`config.mk`:
```
export PLATFORM = sky130hd
export DESIGN_NAME = rank_boundary_decoder
export DESIGN_NICKNAME = d
export VERILOG_FILES = /design/src/rtl/rbd_pkg.sv /design/src/rtl/rbd_ctrl.sv /design/src/rtl/rbd_datapath.sv /design/src/rtl/rank_boundary_decoder.sv
export SDC_FILE = /design/constraint.sdc
export NUM_CORES = 1
export LEC_CHECK = 0
export BUFFER_PORTS_ARGS = -buffer_cell sky130_fd_sc_hd__buf_2
export CAP_MARGIN = 10
export CORE_MARGIN = 1
export CORE_UTILIZATION = 66
export CTS_CLUSTER_SIZE = 12
export DETAILED_ROUTE_END_ITERATION = 8
export PLACE_DENSITY = 0.95
export SYNTH_ARGS = -nofsm -noshare
export SYNTH_HDL_FRONTEND = slang
export SYNTH_SLANG_ARGS = --single-unit
```
`constraint.sdc`:
```
create_clock -name clk -period 18.5 [get_ports clk]
set_clock_uncertainty 0.05 [all_clocks]
set_input_delay 3.7 -clock clk [delete_from_list [all_inputs] [get_ports clk]]
set_output_delay 3.7 -clock clk [all_outputs]
set_load 0.005 [all_outputs]
```
`src/rtl/rbd_pkg.sv`:
```
package rbd_pkg;
  localparam int RBD_NUM_CH       = 2;
  localparam int RBD_RANKS_PER_CH = 4;
  localparam int RBD_NUM_RANKS    = RBD_NUM_CH * RBD_RANKS_PER_CH;
  localparam int RBD_SEL_W        = 4;

  localparam logic [RBD_SEL_W-1:0] SEL_TOM  = 4'd8;
  localparam logic [RBD_SEL_W-1:0] SEL_MODE = 4'd9;

  typedef struct packed {
    logic [RBD_NUM_RANKS-1:0] loadBound;
    logic                     loadTom;
    logic                     loadMode;
    logic                     capture;
  } rbdStrobes_t;
endpackage

```
`src/rtl/rbd_ctrl.sv`:
```
module rbd_ctrl
  import rbd_pkg::*;
(
  input  logic                 clk,
  input  logic                 rstN,
  input  logic                 cfgWrEn,
  input  logic [RBD_SEL_W-1:0] cfgWrSel,
  input  logic                 reqValid,
  output logic                 reqReady,
  output rbdStrobes_t          strobes
);
  logic readyQ;

  always_ff @(posedge clk) begin
    if (!rstN) readyQ <= 1'b0;
    else       readyQ <= 1'b1;
  end

  assign reqReady = readyQ;

  always_comb begin
    strobes = '0;
    if (cfgWrEn) begin
      if (cfgWrSel < RBD_SEL_W'(RBD_NUM_RANKS))
        strobes.loadBound[cfgWrSel[$clog2(RBD_NUM_RANKS)-1:0]] = 1'b1;
      strobes.loadTom  = (cfgWrSel == SEL_TOM);
      strobes.loadMode = (cfgWrSel == SEL_MODE);
    end
    strobes.capture = reqValid && readyQ;
  end
endmodule

```
`src/rtl/rbd_datapath.sv`:
```
module rbd_datapath
  import rbd_pkg::*;
#(
  parameter int ADDR_W      = 36,
  parameter int BOUND_W     = 10,
  parameter int GRAIN_SHIFT = 26,
  parameter int INTLV_BIT   = 6
) (
  input  logic                             clk,
  input  logic                             rstN,
  input  rbdStrobes_t                      strobes,
  input  logic [BOUND_W-1:0]               cfgWrData,
  input  logic [ADDR_W-1:0]                reqAddr,
  input  logic [$clog2(RBD_NUM_RANKS)-1:0] sizeSel,
  output logic                             rspValid,
  output logic                             rspChannel,
  output logic [$clog2(RBD_RANKS_PER_CH)-1:0] rspRank,
  output logic                             rspOutOfRange,
  output logic [BOUND_W-1:0]               sizeOut
);
  localparam int RANK_W = $clog2(RBD_RANKS_PER_CH);
  localparam int LAST   = RBD_RANKS_PER_CH - 1;
  localparam int DIFF_W = BOUND_W + 1;

  logic [BOUND_W-1:0] bndQ [RBD_NUM_CH][RBD_RANKS_PER_CH];
  logic [BOUND_W-1:0] tomQ;
  logic               singleQ;

  // configuration storage
  generate
    for (genvar c = 0; c < RBD_NUM_CH; c++) begin : gCh
      for (genvar r = 0; r < RBD_RANKS_PER_CH; r++) begin : gRk
        always_ff @(posedge clk) begin
          if (!rstN) bndQ[c][r] <= '0;
          else if (strobes.loadBound[c*RBD_RANKS_PER_CH + r]) bndQ[c][r] <= cfgWrData;
        end
      end
    end
  endgenerate

  always_ff @(posedge clk) begin
    if (!rstN) begin
      tomQ    <= '0;
      singleQ <= 1'b0;
    end else begin
      if (strobes.loadTom)  tomQ    <= cfgWrData;
      if (strobes.loadMode) singleQ <= cfgWrData[0];
    end
  end

  // layout detection
  logic stacked;
  assign stacked = !singleQ && (bndQ[1][LAST] == tomQ);

  logic [BOUND_W-1:0] granule;
  assign granule = reqAddr[GRAIN_SHIFT +: BOUND_W];

  // per-channel lowest-rank search
  logic              chHit  [RBD_NUM_CH];
  logic [RANK_W-1:0] chRank [RBD_NUM_CH];

  generate
    for (genvar c = 0; c < RBD_NUM_CH; c++) begin : gSearch
      always_comb begin
        chHit[c]  = 1'b0;
        chRank[c] = '0;
        for (int r = LAST; r >= 0; r--) begin
          if (granule < bndQ[c][r]) begin
            chHit[c]  = 1'b1;
            chRank[c] = RANK_W'(r);
          end
        end
      end
    end
  endgenerate

  // channel choice and result
  logic              selCh;
  logic              nextOor;
  logic              nextCh;
  logic [RANK_W-1:0] nextRank;

  always_comb begin
    if (singleQ)      selCh = 1'b0;
    else if (stacked) selCh = (granule >= bndQ[0][LAST]);
    else              selCh = reqAddr[INTLV_BIT];
    nextOor  = (granule >= tomQ) || !chHit[selCh];
    nextCh   = nextOor ? 1'b0 : selCh;
    nextRank = nextOor ? '0 : chRank[selCh];
  end

  always_ff @(posedge clk) begin
    if (!rstN) begin
      rspValid      <= 1'b0;
      rspChannel    <= 1'b0;
      rspRank       <= '0;
      rspOutOfRange <= 1'b0;
    end else begin
      rspValid <= strobes.capture;
      if (strobes.capture) begin
        rspChannel    <= nextCh;
        rspRank       <= nextRank;
        rspOutOfRange <= nextOor;
      end
    end
  end

  // rank size report
  logic              sizeCh;
  logic [RANK_W-1:0] sizeRk;
  logic [BOUND_W-1:0] curB;
  logic [BOUND_W-1:0] prevB;
  logic [DIFF_W-1:0]  diff;
  logic [DIFF_W-1:0]  adj;

  assign sizeCh = sizeSel[RANK_W];
  assign sizeRk = sizeSel[RANK_W-1:0];

  always_comb begin
    curB  = bndQ[sizeCh][sizeRk];
    prevB = (sizeRk == '0) ? '0 : bndQ[sizeCh][sizeRk - 1'b1];
    diff  = {1'b0, curB} - {1'b0, prevB};
    if (diff[DIFF_W-1]) diff = '0;
    adj = diff;
    if (stacked && sizeCh && (curB == bndQ[1][LAST]) && (diff != '0)) begin
      adj = diff - {1'b0, bndQ[0][LAST]};
      if (adj[DIFF_W-1]) adj = '0;
    end
    if (singleQ && sizeCh) adj = '0;
    sizeOut = adj[BOUND_W-1:0];
  end
endmodule

```
`src/rtl/rank_boundary_decoder.sv`:
```
module rank_boundary_decoder
  import rbd_pkg::*;
#(
  parameter int ADDR_W      = 36,
  parameter int BOUND_W     = 10,
  parameter int GRAIN_SHIFT = 26,
  parameter int INTLV_BIT   = 6
) (
  input  logic         clk,
  input  logic         rstN,
  input  logic         cfgWrEn,
  input  logic [3:0]   cfgWrSel,
  input  logic [BOUND_W-1:0] cfgWrData,
  input  logic         reqValid,
  output logic         reqReady,
  input  logic [ADDR_W-1:0] reqAddr,
  output logic         rspValid,
  output logic         rspChannel,
  output logic [1:0]   rspRank,
  output logic [2:0]   rspIndex,
  output logic         rspOutOfRange,
  input  logic [2:0]   sizeSel,
  output logic [BOUND_W-1:0] sizeOut
);
  rbdStrobes_t strobes;

  rbd_ctrl uCtrl (
    .clk      (clk),
    .rstN     (rstN),
    .cfgWrEn  (cfgWrEn),
    .cfgWrSel (cfgWrSel),
    .reqValid (reqValid),
    .reqReady (reqReady),
    .strobes  (strobes)
  );

  rbd_datapath #(
    .ADDR_W      (ADDR_W),
    .BOUND_W     (BOUND_W),
    .GRAIN_SHIFT (GRAIN_SHIFT),
    .INTLV_BIT   (INTLV_BIT)
  ) uDp (
    .clk           (clk),
    .rstN          (rstN),
    .strobes       (strobes),
    .cfgWrData     (cfgWrData),
    .reqAddr       (reqAddr),
    .sizeSel       (sizeSel),
    .rspValid      (rspValid),
    .rspChannel    (rspChannel),
    .rspRank       (rspRank),
    .rspOutOfRange (rspOutOfRange),
    .sizeOut       (sizeOut)
  );

  assign rspIndex = {rspChannel, rspRank};
endmodule

```
==> results.md, run 1 <==
- DRT iter0 DRCs: 846
- Fin crit share: 79.2%
- Arr. time, crit path: 10.90 ns
- Root Driver: clkbuf_16
- R2r setup slk: 15.11 ns
- Final Setup Violations: 0
- Synth top area share: 28.2%
- Mean Syn Cell Area: 10.1 um^2
- Hold Violations, Final: 0
- R2R Path Start: uDp.bndQ[1][6]
- Netlist cell types: 62
- Reg2reg path depth: 9
- Max IR drop VDD: 0.0000709 V
- Clock network power share: 25.1%
- Die width: 116 um
- Die area: 13400 um^2
- Tightest Pin Transition: 1.26 ns
- Total power: 721 uW
- CTS tree: done
- I/O pin cnt: 76
- Max-Slew Margin vs Limit: 15.4%
- Syn_nets: 1011
- HPWL after detailed placement: 17.6 mm
- Cell count after synthesis: 846
- Internal cell power: 469 uW
- WS Path Type: primary input to primary output
- Ys flop type: edfxtp_1
- Reg-to-Reg End: uDp.rspRank[0]
- Final core utilization: 72.9%
- Max-cap check violation count: 0
- Cell taking the most area after synthesis: edfxtp_1
- P&R area growth vs syn: 7.98%
- Pre-CTS setup slack: 3.92 ns
- Post-CTS setup buffer count: 0
- First-pass GRT wire length: 35.8 mm
- Drt wl/cell: 21.7 um
- Clock-pin slew on the worst setup and hold paths: 0.06 ns
- Largest net degree at the start of global routing: 43
- #FFs+latches synth: 97
- Final wirelength: 23.2 mm
- Drt pass-1 iters: 6
- Register area share after synthesis: 32.2%
- Fillcell total: 870
- CP Launch Point: sizeSel[0]
- Period minus WS final: 14.65 ns
- Via Count: 7144
- Global route overflow: 0
- Leakage Power: 0.00400 uW
- PwrDens: 78.4 nW/um^2
- Nature of the critical path startpoint: primary input
- Skew-Pair Late Insertion Delay: 0.35 ns
- Max frequency: 68.3 MHz
- Hold Path Class: flop to flop
- RSZ-0062 raised after global routing: false
- Initial antenna violation count: 0
- Synth area leaders: edfxtp_1 (28%), ha_1 (16%), mux4_2 (10%)
- Switching pwr: 252 uW
- Reg power frac: 36.4%
- Post_cts resized: 0
- Port bufs: 50
- CTS Buffer Depth: 2
- CP endpoint kind: primary output
- Sw Share: 35.0%
- Cell area after synthesis: 8520 um^2
- Diode count: 0
- Asr flop ratio synth: 0%
- EDFF count, synth: 80
- Critical Path RT: 14.75 ns
- Num CTS Buffers: 9
- Routability cong.: 0.982
- H-tree depth: 3
- DRC Markers: 0
- Synth warnings: 0
- Fraction of layout cells with a size suffix above 1: 14.1%
- Die Ht: 116 um
- Status: complete, no violations
- All-Layer GR Usage: 36.2%
- Worst setup margin: 3.85 ns
- CTS Sinks: 97
- Final nets: 1056
- Final antenna-violating net count: 0
- Row count: 41
- Vias in the first global route: 7146
- Crit path capture: sizeOut[9]
- Fin. max-slew vios: 0
- Core area: 12600 um^2
- Logic pwr share: 38.5%
- Max FO, Critical Path: 29
- Fin Setup TNS: 0 ns
- Initial Util: 67.5%
- Post-CTS Hold Buffers: 0
- DR vias/cell: 6.69
-- power groups by stage --
stage / clock network (uW) / registers (uW) / logic [uW]
floorplan: 0 / 259 / 201
global route: 189 / 262 / 304
finish: 181 / 262 / 278
detailed placement: 0 / 265 / 268
global placement: 0 / 264 / 257
CTS: 181 / 261 / 272
-- routing by layer --
metal  vias up  GRT usage, %  part of all wire, %
met5         -             0                    0
met4         0          22.8                  6.0
met3       142          5.70                   11
met2       525          60.9                   48
met1      3316          43.7                   35
li1       3161             -                    -
-- cell usage in the layout, fill, tap and decap left out, types with 8 or more instances in the layout --
| cell type | instances |
|---|---|
| nand3_1 | 12 |
| nor2b_1 | 21 |
| edfxtp_1 | 80 |
| inv_1 | 100 |
| nor3_1 | 8 |
| xor2_1 | 19 |
| buf_4 | 8 |
| o211ai_1 | 8 |
| a21oi_1 | 45 |
| buf_2 | 50 |
| and2_1 | 85 |
| xnor2_1 | 13 |
| clkbuf_16 | 9 |
| o21ai_0 | 36 |
| mux4_2 | 39 |
| ha_1 | 106 |
| nand2b_1 | 8 |
| nand2_1 | 56 |
| mux2i_1 | 13 |
| a21o_1 | 24 |
| nor2_1 | 34 |
| dfxtp_1 | 17 |
| o21a_1 | 8 |
-- state kept, by name, indices dropped and copies added (netlist names) --
register           flops
uDp.tomQ              10
uDp.rspChannel         1
uDp.rspValid           1
uDp.rspRank            2
uCtrl.reqReady         1
uDp.rspOutOfRange      1
uDp.bndQ              80
uDp.singleQ            1
-- kinds of logic after synthesis --
family                     synth area share [%]
and+or+nand+nor                            16.1
AOI/OAI and AO/OA                          13.2
buffers and inverters                      6.01
adders and majority gates                  16.0
DFF                                        32.2
muxes                                      13.2
xor gates and xnor gates                   3.29
-- final cells by class --
class                   count  area (um^2)  area share, %
clock buffers               9          225           2.45
clock inverters             7         61.3          0.667
inverters                 101          379           4.12
multi-input cells         624         5260           57.2
flip-flops and latches     97         2740           29.8
well taps                 172          215           2.34
repair buffers             58          310           3.37
-- cells in the mapped netlist, types with 5 or more instances --
| cell | number |
|---|---|
| dfxtp_1 | 17 |
| and2_1 | 85 |
| buf_1 | 5 |
| nor3b_1 | 5 |
| o31ai_1 | 5 |
| xor2_1 | 19 |
| edfxtp_1 | 80 |
| a21o_1 | 24 |
| nand4_1 | 7 |
| nand3_1 | 12 |
| a2111oi_0 | 7 |
| inv_1 | 100 |
| nor3_1 | 8 |
| o2111ai_1 | 6 |
| a21oi_1 | 45 |
| nor2b_1 | 21 |
| nand2_1 | 56 |
| mux4_2 | 39 |
| o21ai_0 | 36 |
| o21a_1 | 8 |
| nand2b_1 | 8 |
| xnor2_1 | 13 |
| mux2i_1 | 13 |
| o211ai_1 | 8 |
| nor2_1 | 34 |
| clkbuf_1 | 8 |
| ha_1 | 106 |
-- worst max-delay path: stages --
cell and delay (ns):
buf_2 0.54, inv_1 0.45, ha_1 1.04, mux4_2 0.60, nand2_1 0.09, a21o_1 0.17, inv_1 0.07, fa_1 0.41
nand2b_1 0.18, a211oi_1 0.38, o21ai_1 0.19, o21ai_0 0.50, nand2b_1 0.15, ha_1 0.22, nor2b_1 0.10, o21ai_0 0.14
a2111oi_0 0.72, o211ai_1 0.22, o2111ai_1 0.23, a2111oi_0 0.17, a41o_1 0.22, o211ai_1 0.16, a21oi_1 0.09, buf_2 0.14
-- how the worst min path moves through the flow --
| stage | startpoint | slack [ns] | cells after the start | to |
|---|---|---|---|---|
| finish | uDp.rspOutOfRange | 0.48 | 2 | uDp.rspOutOfRange |
| global route | uCtrl.reqReady | 0.50 | 1 | uDp.rspValid |
| CTS | uDp.rspRank[1] | 0.47 | 2 | uDp.rspRank[1] |
| detailed placement | uDp.rspRank[1] | 0.47 | 2 | uDp.rspRank[1] |
| global placement | uDp.rspRank[1] | 0.42 | 2 | uDp.rspRank[1] |
| floorplan | uDp.rspRank[1] | 0.42 | 2 | uDp.rspRank[1] |
-- stage by stage --
| step | instances | hold WS [ns] | cell area (um^2) |
|---|---|---|---|
| global route | 1068 | 0.503 | 9200 |
| finish | 1068 | 0.481 | 9200 |
| detailed placement | 1052 | 0.467 | 8910 |
| floorplan | 846 | 0.424 | 8520 |
| global placement | 1052 | 0.422 | 8910 |
| CTS | 1068 | 0.474 | 9200 |
No activity file was read; power rests on OpenSTA's default activity.
==> run 2, diff against run 1 <==
Settings changed: CORE_UTILIZATION 66 to 61, PLACE_DENSITY 0.95 to 0.89.
Clock period 18.5 ns to 15.1 ns, I/O delays scaled along.
==> run 2 against run 1 <==
  * Non-clock buffer count unchanged
  * Sequential power is 23% higher
  * First-iteration DRC count fell by 9.2%
  * Register-to-register slack lost 3.2 ns
  * Wire length fell by 3.6%
  * Critical path type unchanged
  * Cell count up 0.28%
  * Utilization decreased by 4.6 points
  * Die area up 8.1%
  * Clock power is 21% higher
  * Global-route usage shrank 3.6 points
  * Via count down 2.8%
  * Critical path depth unchanged
==> results.md, run 2 (synthesis results as in run 1) <==
- Status: complete, no violations
- Die width: 120 um (+3.9%)
- WP buf/inv: 4 (unchanged)
- CP Launch Point: sizeSel[0]
- H-tree depth: 3 (unchanged)
- Max-Slew Margin vs Limit: 20.7% (+5.3 points)
- CP endpoint kind: primary output
- Fin crit share: 89.3%
- R2r setup slk: 11.90 ns (-3.21 ns)
- Sw Share: 34.6% (-0.35 points)
- Via Count: 6941 (-2.8%)
- DRC Markers: 0 (unchanged)
- Num CTS Buffers: 9 (unchanged)
- CP top delay family: compound AO/OA/AOI/OAI gates
- Critical Path RT: 12.03 ns (-2.72 ns)
- Hold path cells: 2 (unchanged)
- Vias in the first global route: 6965 (-2.5%)
- P&R area growth vs syn: 7.92% (about the same)
- Internal cell power: 574 uW (+22%)
- Fin Setup TNS: 0 ns (unchanged)
- Logic pwr share: 38.6% (about the same)
- CP cell instances: buf_2 -> inv_1 -> ha_1 -> mux4_2 -> nand2_1 -> a21o_1 -> inv_1 -> fa_1 -> nand2b_1 -> a211oi_1 -> o21ai_1 -> o21a_1 -> nor2_1 -> ha_1 -> nor2b_1 -> o21ai_0 -> a2111oi_0 -> a22oi_1 -> o2111ai_1 -> a2111oi_0 -> a41o_1 -> o211ai_1 -> a21oi_1 -> buf_2
- Leakage Power: 0.00401 uW (about the same)
- WP depth: 24 (unchanged)
- Fillcell total: 1001 (+15%)
- Most frequent cells in the layout: ha_1 (106), inv_1 (100), and2_1 (85), edfxtp_1 (80), nand2_1 (56)
- Routability cong.: 0.978 (-0.46%)
- Hold Violations, Final: 0 (unchanged)
- Reg power frac: 36.5% (about the same)
- DRT iter0 DRCs: 768 (-9.2%)
- Final nets: 1056 (unchanged)
- Switching pwr: 304 uW (+21%)
- Initial antenna violation count: 0 (unchanged)
- Post-CTS setup buffer count: 0 (unchanged)
- WS Path Type: primary input to primary output
- R2R Path Start: uDp.bndQ[1][9]
- Clock network power share: 24.9% (-0.2 points)
- Final antenna-violating net count: 0 (unchanged)
- Tightest Pin Transition: 1.18 ns (-0.0790 ns)
- Port bufs: 50 (unchanged)
- I/O pin cnt: 76 (unchanged)
- Die Ht: 120 um (+3.9%)
- CTS tree: done
- Row count: 42 (+2.4%)
- Hold Path Class: flop to flop
- Max frequency: 74.2 MHz
- HPWL after detailed placement: 17.2 mm (-2.1%)
- Max FO, Critical Path: 29 (unchanged)
- Largest net degree at the start of global routing: 43 (unchanged)
- Slowest stage cell on the critical path: ha_1
- PwrDens: 95.6 nW/um^2 (+22%)
- Nature of the critical path startpoint: primary input
- Fin area: 9190 um^2 (about the same)
- Commonest non-fill, non-tap cell in the layout: ha_1
- Drt wl/cell: 20.9 um (-3.8%)
- Clock-pin slew on the worst setup and hold paths: 0.06 ns (about the same)
- Max-cap check violation count: 0 (unchanged)
- Largest stage delay, worst path: 1.09 ns (+0.05 ns)
- CTS Sinks: 97 (unchanged)
- Number of flip-flops in the largest register: 80 (unchanged)
- Core area: 13500 um^2 (+6.6%)
- Reg2reg path depth: 9 (unchanged)
- Post_cts resized: 0 (unchanged)
- Arr. time, crit path: 10.41 ns (-0.49 ns)
- First-pass GRT wire length: 35.5 mm (-0.65%)
- All-Layer GR Usage: 32.6% (-3.6 points)
- DR vias/cell: 6.48 (-3.1%)
- Worst hold start: uDp.rspRank[1]
- Initial Util: 63.3% (-4.2 points)
- Period minus WS final: 13.48 ns
- Most flops, register: uDp.bndQ
- Skew-Pair Late Insertion Delay: 0.35 ns (about the same)
- RSZ-0062 raised after global routing: false
- Root Driver: clkbuf_16
- Regs by FF count: uDp.bndQ: 80 flops, uDp.tomQ: 10 flops, uDp.rspRank: 2 flops
- Drt pass-1 iters: 5 (-1)
- CTS Buffer Depth: 2 (unchanged)
- Fin. max-slew vios: 0 (unchanged)
- Diode count: 0 (unchanged)
- Max IR drop VDD: 0.0000775 V (+9.4%)
- Final Setup Violations: 0 (unchanged)
- Post-CTS Hold Buffers: 0 (unchanged)
- Final wirelength: 22.4 mm (-3.6%)
- Fraction of layout cells with a size suffix above 1: 14.0% (-0.096 points)
- Cell Area, Placed: 8910 um^2 (about the same)
- Die area: 14400 um^2 (+8.1%)
- Final core utilization: 68.3% (-4.6 points)
- Global route overflow: 0 (unchanged)
## run 2: cell types whose count changed in the layout (fill, tap and decap cells not counted), sizes merged
cell	previous run	this run
clkinvlp	2	0
clkbuf	9	10
## run 2: routing by layer
metal	GRT usage [%]	part of all wire, %
met1	40.1	37
met2	54.8	49
met3	6.13	10
met4	16.0	3.8
met5	0	0
## run 2: through the flow
step | std cells | setup WS (ns) | total power [uW] | hold slack (ns)
floorplan | 846 | 3.16 | 564 | 0.424
global placement | 1056 | 2.01 | 640 | 0.437
detailed placement | 1056 | 1.76 | 653 | 0.457
CTS | 1071 | 1.73 | 871 | 0.465
global route | 1071 | 1.23 | 922 | 0.483
finish | 1071 | 1.62 | 878 | 0.457
## run 2: path summary, 6_finish.rpt
kind | end
worst min register to register | uDp.rspRank[1]
worst max-delay path | sizeOut[9]
worst min-delay path | uDp.rspRank[1]
worst max register to register | uDp.rspRank[0]
## run 2: power by group through the flow
stage	clock (uW)	sequential (uW)	combinational (uW)
5_1_grt	230	321	371
6_report	219	321	339
3_3_place_gp	0	323	317
3_5_place_dp	0	325	329
2_1_floorplan	0	317	246
4_1_cts	220	319	332
## run 2: worst reg2reg max path, stage by stage (launching register included)
cell,delay (ns)
edfxtp_1,0.53
xor2_1,0.23
nor3_1,0.31
nand3_1,0.28
a21oi_1,0.26
a21boi_0,0.62
nand3b_1,0.26
nor2_1,0.26
nor3b_1,0.09
o21a_1,0.19
## run 2: area by class of cell
class,count,area (um^2),area share (%)
Multi-Input combinational cell,624,5260,57.3
Sequential cell,97,2740,29.8
Inverter,101,379,4.12
Timing Repair Buffer,58,310,3.38
Clock buffer,10,229,2.49
Tap cell,176,220,2.40
Clock inverter,5,47.5,0.517
==> run 3, diff against run 2 <==
Settings changed: ABC_AREA set to 1, CORE_UTILIZATION 61 to 62, PLACE_DENSITY 0.89 to 0.9.
==> run 3 against run 2 <==
  * Design area grew 0.98%
  * Setup slack gained 1.6 ns
  * Fmax up 14%
  * First-iteration DRC count grew 38%
  * Global-route usage increased by 3.7 points
  * Largest cell class unchanged
  * Largest power group unchanged
==> results.md, run 3 <==
- Die area: 14500 um^2 (+0.42%)
- Clock-pin slew on the worst setup and hold paths: 0.07 ns (about the same)
- Tightest Pin Transition: 1.03 ns (-0.151 ns)
- Critical Path RT: 12.03 ns (about the same)
- Row count: 42 (unchanged)
- All-Layer GR Usage: 36.3% (+3.7 points)
- CTS Sinks: 97 (unchanged)
- WS Path Type: primary input to primary output
- DRC Markers: 0 (unchanged)
- P&R area growth vs syn: 6.76%
- Status: complete, no violations
- Max FO, Critical Path: 41 (+41%)
- Final nets: 1426 (+35%)
- Drt wl/cell: 17.8 um (-15%)
- Synth area leaders: edfxtp_1 (28%), ha_1 (15%), nand2_1 (14%)
- Syn_nets: 1392 (+38%)
- Post-CTS Hold Buffers: 0 (unchanged)
- Post-synth top cells: nand2_1 (319), inv_1 (162), nor2_1 (155)
- Skew-Pair Late Insertion Delay: 0.36 ns (about the same)
- Post_cts resized: 0 (unchanged)
- Synth warnings: 0 (unchanged)
- Leakage Power: 0.00469 uW (+17%)
- Num CTS Buffers: 9 (unchanged)
- Mean Syn Cell Area: 7.09 um^2 (-30%)
- Max-Slew Margin vs Limit: 31.4% (+11 points)
- #FFs+latches synth: 97 (unchanged)
- Switching pwr: 334 uW (+9.9%)
- Max-cap check violation count: 0 (unchanged)
- Cell Area, Placed: 8990 um^2 (+0.86%)
- Period minus WS final: 11.87 ns (-1.62 ns)
- Number of flip-flops in the largest register: 80 (unchanged)
- DRT iter0 DRCs: 1062 (+38%)
- Initial Util: 64.6% (+1.3 points)
- Nature of the critical path startpoint: primary input
- Fin area: 9280 um^2 (+0.98%)
- Synth top area share: 27.6% (-0.57 points)
- Logic pwr share: 38.7% (about the same)
- Placed Cells incl. Taps: 1426 (+35%)
- Fin. max-slew vios: 0 (unchanged)
- Final cell count without fillers: 1443 (+35%)
- Final Setup Violations: 0 (unchanged)
- H-tree depth: 3 (unchanged)
- Commonest non-fill, non-tap cell in the layout: nand2_1
- Die Ht: 120 um (+0.21%)
- Drt pass-1 iters: 7 (+2)
- I/O pin cnt: 76 (unchanged)
- Routability cong.: 1.01 (+3.2%)
- First-pass GRT wire length: 39.7 mm (+12%)
- EDFF count, synth: 80 (unchanged)
- RSZ-0062 raised after global routing: false
- Worst hold margin: 0.433 ns (-0.0231 ns)
- Fin Setup TNS: 0 ns (unchanged)
- Die width: 120 um (+0.21%)
- Most flops, register: uDp.bndQ
- Core area: 13500 um^2 (unchanged)
- Asr flop ratio synth: 0% (unchanged)
- Sw Share: 37.7% (+3.1 points)
- CP endpoint kind: primary output
- Hold Violations, Final: 0 (unchanged)
- DR vias/cell: 6.06 (-6.4%)
- Post-CTS setup buffer count: 0 (unchanged)
- Via Count: 8750 (+26%)
- Cell count after synthesis: 1227 (+45%)
- Final wirelength: 25.7 mm (+15%)
- CTS Buffer Depth: 2 (unchanged)
- Internal cell power: 553 uW (-3.8%)
- Cell area after synthesis: 8690 um^2 (+2.1%)
- Reg power frac: 35.6% (-0.9 points)
- Hold Path Class: flop to flop
- Port bufs: 50 (unchanged)
- Clock network power share: 25.7% (+0.8 points)
- Regs by FF count: uDp.bndQ: 80 flops, uDp.tomQ: 10 flops, uDp.rspRank: 2 flops
- Root Driver: clkbuf_16
- Max frequency: 84.3 MHz (+14%)
- Count leader, synth: nand2_1
- Final core utilization: 69.0% (+0.67 points)
- Most frequent cells in the layout: nand2_1 (319), inv_1 (162), nor2_1 (155), nand3_1 (134), ha_1 (106)
- Ys flop type: edfxtp_1
- Register area share after synthesis: 31.5% (-0.65 points)
- PwrDens: 95.6 nW/um^2 (about the same)
- Fin crit share: 78.6% (-11 points)
- Vias in the first global route: 7964 (+14%)
- Max IR drop VDD: 0.0000769 V (-0.82%)
- Fraction of layout cells with a size suffix above 1: 7.66% (-6.3 points)
- CTS tree: done
- HPWL after detailed placement: 19.4 mm (+12%)
- Arr. time, crit path: 8.80 ns (-1.61 ns)
- Final antenna-violating net count: 0 (unchanged)
- Global route overflow: 0 (unchanged)
- Netlist cell types: 40 (-35%)
- Initial antenna violation count: 1 (+1)
- Largest net degree at the start of global routing: 52 (+21%)
- Cell taking the most area after synthesis: edfxtp_1
run 3: cell types whose count changed after synthesis, moves of 24 or more:
cell / before / now
a21o_1: 24 / 0
a21oi_1: 45 / 81
and2_1: 85 / 0
inv_1: 100 / 162
mux4_2: 39 / 0
nand2_1: 56 / 319
nand3_1: 12 / 134
nor2_1: 34 / 155
run 3: worst paths after layout:
| kind | start | end | slack (ns) | cells after the start |
|---|---|---|---|---|
| worst max-delay path | sizeSel[0] | sizeOut[3] | 3.23 | 27 |
| worst max register to register | uDp.bndQ[0][1] | uDp.rspRank[0] | 12.70 | 12 |
| worst min register to register | uDp.rspChannel | uDp.rspChannel | 0.43 | 2 |
| worst min-delay path | uDp.rspChannel | uDp.rspChannel | 0.43 | 2 |
run 3: kinds of logic after synthesis:
| family | after synthesis | share of synthesized area, % |
|---|---|---|
| xor gates and xnor gates | 8 | 0.806 |
| DFF | 97 | 31.5 |
| and+or+nand+nor | 657 | 32.3 |
| adders and majority gates | 108 | 15.7 |
| buffers and inverters | 197 | 9.51 |
| AOI/OAI and AO/OA | 160 | 10.1 |
run 3: power by group through the flow:
stage	sequential (uW)	combinational [uW]	clock [uW]
floorplan	316	251	0
global route	317	386	234
CTS	315	336	223
detailed placement	321	334	0
global placement	320	324	0
finish	316	343	228
run 3: worst max-delay path: stages:
cell and delay (ns):
buf_2 0.59, inv_2 0.49, ha_1 0.69, o21ai_0 0.21
o21ai_0 0.35, nand2_1 0.12, ha_1 0.38, nand2_1 0.10
nand2_1 0.09, nand2_1 0.07, nand2_1 0.05, nand2_1 0.05
nand3_1 0.32, nand2_1 0.17, ha_1 0.18, inv_1 0.05
fa_1 0.40, a31o_2 0.26, a21oi_1 0.19, nor2_1 0.06
nand3_1 0.11, nand2_1 0.10, a21oi_1 0.32, nor2_4 0.12
nand2_1 0.09, a21oi_1 0.06, buf_2 0.14
run 3: per-layer routing:
| metal | part of all wire [%] | track usage [%] | up-vias |
|---|---|---|---|
| met5 | 0 | 0 | - |
| met4 | 7.2 | 24.4 | 0 |
| met3 | 13 | 9.39 | 149 |
| met2 | 43 | 56.1 | 566 |
| met1 | 38 | 44.7 | 3916 |
| li1 | - | - | 4119 |
run 3: cell type report:
class	instances	area, um^2
repair buffers	53	273
inverters	167	632
diodes	1	2.50
fillers	1105	4170
flip-flops and latches	97	2740
multi-input cells	933	5120
well taps	176	220
clock buffers	10	229
clock inverters	6	58.8
run 3: stage by stage:
stage	worst slack [ns]	power, uW
2_1_floorplan	5.08	567
3_3_place_gp	3.49	644
3_5_place_dp	3.46	655
4_1_cts	3.41	874
5_1_grt	2.82	937
6_report	3.23	887
